File: src/rtl/mru_pkg.sv
// Shared types for the mantissa rounding unit.
// Assumes a 2-bit mode field; every code is decoded.
package mru_pkg;
    typedef enum logic [1:0] {
        RM_NEAREST = 2'b00,
        RM_ZERO    = 2'b01,
        RM_POS     = 2'b10,
        RM_NEG     = 2'b11
    } rmode_e;

    typedef struct packed {
        logic guard;
        logic rnd;
        logic sticky;
        logic lsb;
    } rbits_t;
endpackage

File: src/rtl/mru_split.sv
// Splits the incoming mantissa into the truncated magnitude and the
// bits that drive the rounding decision.
// Assumes guard at bit 1 and round at bit 0 of the input.
module mru_split
    import mru_pkg::*;
#(
    parameter int FRAC_W = 24
) (
    input  logic [FRAC_W+1:0] mant_i,
    input  logic              sticky_i,
    output logic [FRAC_W-1:0] trunc_o,
    output rbits_t            bits_o
);
    // Drop the two extra bits and collect the decision inputs.
    always_comb begin
        trunc_o       = mant_i[FRAC_W+1:2];
        bits_o.guard  = mant_i[1];
        bits_o.rnd    = mant_i[0];
        bits_o.sticky = sticky_i;
        bits_o.lsb    = mant_i[2];
    end
endmodule

File: src/rtl/mru_decide.sv
// Decides whether the truncated magnitude is bumped, from the mode,
// the sign and the discarded bits. Also flags inexact results.
// Assumes sign-magnitude values: directed modes act on the magnitude.
module mru_decide
    import mru_pkg::*;
(
    input  logic       sign_i,
    input  logic [1:0] mode_i,
    input  rbits_t     bits_i,
    output logic       bump_o,
    output logic       inexact_o
);
    rmode_e mode;
    logic   lost;

    // Decode the mode and merge the discarded bits.
    always_comb begin
        mode = rmode_e'(mode_i);
        lost = bits_i.guard | bits_i.rnd | bits_i.sticky;
    end

    // Per-mode increment decision.
    always_comb begin
        bump_o = 1'b0;
        if (lost) begin
            case (mode)
                RM_ZERO: bump_o = 1'b0;
                RM_POS:  bump_o = ~sign_i;
                RM_NEG:  bump_o = sign_i;
                default: bump_o = bits_i.guard &
                                  (bits_i.rnd | bits_i.sticky | bits_i.lsb);
            endcase
        end
    end

    // Inexact whenever anything was discarded.
    always_comb inexact_o = lost;

    // Checks beside the decision logic.
    always_comb begin
        a_r2_exact_no_bump: assert (inexact_o || !bump_o)
            else $error("bump on exact value");
        a_r5_rz_never_bumps: assert (mode_i != 2'b01 || !bump_o)
            else $error("toward-zero bumped");
        a_r6_pos_only_positive: assert (mode_i != 2'b10 || !bump_o || !sign_i)
            else $error("plus-inf bumped a negative value");
        a_r7_neg_only_negative: assert (mode_i != 2'b11 || !bump_o || sign_i)
            else $error("minus-inf bumped a positive value");
        a_r4_tie_even_kept: assert (mode_i != 2'b00 ||
                !(bits_i.guard && !bits_i.rnd && !bits_i.sticky && !bits_i.lsb) || !bump_o)
            else $error("even tie bumped");
    end
endmodule

File: src/rtl/mru_incr.sv
// Adds the bump bit at the LSB of the truncated magnitude with a
// full ripple carry; the carry-out becomes the extra top bit.
// Assumes bump_i is 0 or 1 only.
module mru_incr #(
    parameter int FRAC_W = 24
) (
    input  logic [FRAC_W-1:0] trunc_i,
    input  logic              bump_i,
    output logic [FRAC_W:0]   sum_o
);
    logic [FRAC_W:0] carry;

    // Carry enters at the bottom.
    always_comb carry[0] = bump_i;

    genvar i;
    generate
        for (i = 0; i < FRAC_W; i++) begin : g_bit
            // One half-adder cell per bit.
            always_comb begin
                sum_o[i]   = trunc_i[i] ^ carry[i];
                carry[i+1] = trunc_i[i] & carry[i];
            end
        end
    endgenerate

    // The last carry is the new leading bit.
    always_comb sum_o[FRAC_W] = carry[FRAC_W];

    // Checks beside the carry chain.
    always_comb begin
        a_r8_carry_clears_low: assert (!sum_o[FRAC_W] || (sum_o[FRAC_W-1:0] == '0 && &trunc_i))
            else $error("carry-out with nonzero fraction");
        a_r8_sum_value: assert (sum_o == ({1'b0, trunc_i} + {{FRAC_W{1'b0}}, bump_i}))
            else $error("ripple sum wrong");
    end
endmodule

File: src/rtl/mant_round_unit.sv
// Top of the mantissa rounding unit. Combinational: split, decide,
// increment. Output is one bit wider so a carry-out is visible.
// Assumes the caller renormalises and adjusts the exponent.
module mant_round_unit
    import mru_pkg::*;
#(
    parameter int FRAC_W = 24
) (
    input  logic              sign_i,
    input  logic [1:0]        mode_i,
    input  logic [FRAC_W+1:0] mant_i,
    input  logic              sticky_i,
    output logic [FRAC_W:0]   mant_o,
    output logic              rounded_up_o,
    output logic              inexact_o
);
    localparam int OUT_W = FRAC_W + 1;

    logic [FRAC_W-1:0] trunc;
    rbits_t            bits;
    logic              bump;

    mru_split #(.FRAC_W(FRAC_W)) u_split (
        .mant_i   (mant_i),
        .sticky_i (sticky_i),
        .trunc_o  (trunc),
        .bits_o   (bits)
    );

    mru_decide u_decide (
        .sign_i    (sign_i),
        .mode_i    (mode_i),
        .bits_i    (bits),
        .bump_o    (bump),
        .inexact_o (inexact_o)
    );

    mru_incr #(.FRAC_W(FRAC_W)) u_incr (
        .trunc_i (trunc),
        .bump_i  (bump),
        .sum_o   (mant_o)
    );

    // Report the decision taken.
    always_comb rounded_up_o = bump;

    // Output-level checks against the raw input port.
    always_comb begin
        a_r9_flag_matches_value: assert (rounded_up_o ==
                (mant_o != OUT_W'(mant_i >> 2)))
            else $error("rounded-up flag disagrees with result");
        a_r3_inexact_flag: assert (inexact_o == ((mant_i[1:0] != 2'b00) || sticky_i))
            else $error("inexact flag wrong");
    end
endmodule

File: config.mk
export PLATFORM = sky130hd
export DESIGN_NAME = mant_round_unit
export DESIGN_NICKNAME = d
export VERILOG_FILES = /design/src/rtl/mru_pkg.sv /design/src/rtl/mru_split.sv /design/src/rtl/mru_decide.sv /design/src/rtl/mru_incr.sv /design/src/rtl/mant_round_unit.sv
export SDC_FILE = /design/constraint.sdc
export NUM_CORES = 1
export LEC_CHECK = 0
export ABC_AREA = 1
export BUFFER_PORTS_ARGS = -buffer_cell sky130_fd_sc_hd__buf_2
export CAP_MARGIN = 25
export CELL_PAD_IN_SITES_DETAIL_PLACEMENT = 2
export CELL_PAD_IN_SITES_GLOBAL_PLACEMENT = 2
export CORE_UTILIZATION = 13
export DETAILED_ROUTE_END_ITERATION = 6
export PLACE_DENSITY = 0.9
export SYNTH_ARGS = -nofsm -noshare
export SYNTH_HDL_FRONTEND = slang
export SYNTH_SLANG_ARGS = --single-unit
File: constraint.sdc
create_clock -name vclk -period 9.5
set_input_delay 1.9 -clock vclk [all_inputs]
set_output_delay 1.9 -clock vclk [all_outputs]
set_load 0.01 [all_outputs]
==> flow_summary.toml <==
[global_routing]
grt_first_pass_wirelength_um = 2330
track_usage = 0.0902
antenna_found_initial = 0
grt_pass1_vias = 567
overflow = 0
grt_max_degree = 3

[detailed_routing]
ant_nets = 0
drcViolationCount = 0
first_pass_iters = 2
wl_per_cell_um = 11.1
routed-via-count = 534
avgViaCountPerCell = 4.20
wirelength_um = 1400
drtIter0Drc = 2

[layout]
nNetsFinal = 153
area_delta_synth_final_pct = 87.5
diodes = 0
regArea_um2 = 0
clock_buffers = 0
drive_gt1_frac = 0.619
flops_and_latches = 0

[yosys]
synth_area_leaders = "ha_1 (81%), inv_1 (5.1%), nand2_1 (4.1%), nand2_2 (1.7%), nor2_2 (1.7%)"
ys_seq_area_frac = 0
netlist_area_um2 = 369
yosysMostFrequentCell = "ha_1"
yosysTopAreaCellShare = 0.814
synth.avg_cell_area_um2 = 9.23
yosysTopAreaCell = "ha_1"
syn_nets = 94
synth_cells = 40
ys_top_cells_by_count = "ha_1 (24), inv_1 (5), nand2_1 (4)"
ys_warn_count = 0
yosys.cell_types.count = 10

[sta]
rsz0062_at_grt = "no"
worstMarginPinSlew_ns = 0.306
setup_ws_ns = 0.550
tns_ns = 0
hold_viol = 0
fin_crit_sh = 0.942
setup_viol = 0
period_minus_slack_ns = 8.95
maxSlewViolCount = 0
slew_headroom = 0.794
max_freq_mhz = 112

[die]
die-area_mm2 = 0.00306
initial_core_util = 0.143
die_h_um = 55.3
design.core.area_mm2 = 0.00259
die_w_um = 55.3
io_pins = 57
num_rows = 18

[job]
max_cap_viol_count = 0

[cts]
cts_resized = 0
cts_hold_buf = 0
post_cts_buffers = 0

[critical_path]
worstPathMaxFanout = 2
end_kind = "output pin"
start_kind = "input pin"
worstPathRequired_ns = 7.60
worstPathArrival_ns = 7.05
crit_type = "in2out"

[placement]
place.gp.congestion = 0.652
place_ws_ns = 0.481
numPortBuffers = 57
place.detailed.hpwl_um = 1410

[hold_path]
hp-class = "in2out"

[outcome]
status = "completed"

[power]
ir_worst_vdd_v = 0.0000112
powerDensity_mw_per_mm2 = 33.3
leakage_nw = 0.486
[final cells by class]
type / instances / area (um^2)
Fill cell: 305 / 1900
Inverter: 6 / 22.5
Multi-Input combinational cell: 34 / 347
Tap cell: 30 / 37.5
Timing Repair Buffer: 57 / 285
[cell families after synthesis]
| logic type | count (synthesis) | share of synthesized area |
|---|---|---|
| AO/OA/AOI/OAI | 1 | 0.0135 |
| adder cells (fa/ha/maj) | 24 | 0.814 |
| buffers and inverters | 6 | 0.0610 |
| AND/OR/NAND/NOR | 9 | 0.112 |
[where the power goes]
group	internal, mW	switching (mW)	leakage (nW)	total, mW
Clock	0	0	0	0
Sequential	0	0	0	0
Combinational	0.0114	0.0116	0.486	0.0231
Total	0.0114	0.0116	0.486	0.0231
[worst max-delay path, stage by stage]
cell,delay (ns)
buf_2,0.11
nor3_1,0.30
a21oi_1,0.11
ha_1,0.20
ha_1,0.18
ha_1,0.18
ha_1,0.18
ha_1,0.18
ha_1,0.18
ha_1,0.18
ha_1,0.18
ha_1,0.18
ha_1,0.18
ha_1,0.18
ha_1,0.18
ha_1,0.19
ha_1,0.18
ha_1,0.18
ha_1,0.18
ha_1,0.19
ha_1,0.19
ha_1,0.20
ha_1,0.19
ha_1,0.19
ha_1,0.19
ha_1,0.19
ha_1,0.28
buf_2,0.14
[stage by stage]
step | hold slack (ns) | instance area (um^2) | utilization | std cells | power, mW
after floorplan | 3.91 | 369 | - | 40 | 0.0107
after global placement | 4.09 | 692 | 0.267 | 127 | 0.0220
after detailed placement | 4.11 | 692 | 0.267 | 127 | 0.0236
final | 4.11 | 692 | 0.267 | 127 | 0.0231
after global routing | 4.13 | 692 | 0.267 | 127 | 0.0257
after CTS | 4.11 | 692 | 0.267 | 127 | 0.0237
[per-layer routing]
layer  vias to the layer above  part of all wire  track usage
met3                         0              0.12      0.00937
met4                         0                 0            0
met1                       229              0.36       0.0891
li1                        255                 -            -
met5                         -                 0            0
met2                        50              0.52        0.203
[cells in the final DEF, fill, tap and decap left out, drive strengths merged]
| cell | n |
|---|---|
| nor3 | 1 |
| ha | 24 |
| nand2 | 5 |
| a21oi | 1 |
| nand3 | 1 |
| nor2 | 2 |
| buf | 57 |
| inv | 6 |
[path summary, 6_finish.rpt]
path / start / to / slack (ns) / depth (start not counted)
setup / recovery: mant_i[1] / mant_o[23] / 0.55 / 28
hold / removal: mant_i[12] / mant_o[10] / 4.11 / 3
Note: power is estimated with default switching activity, not from simulation.
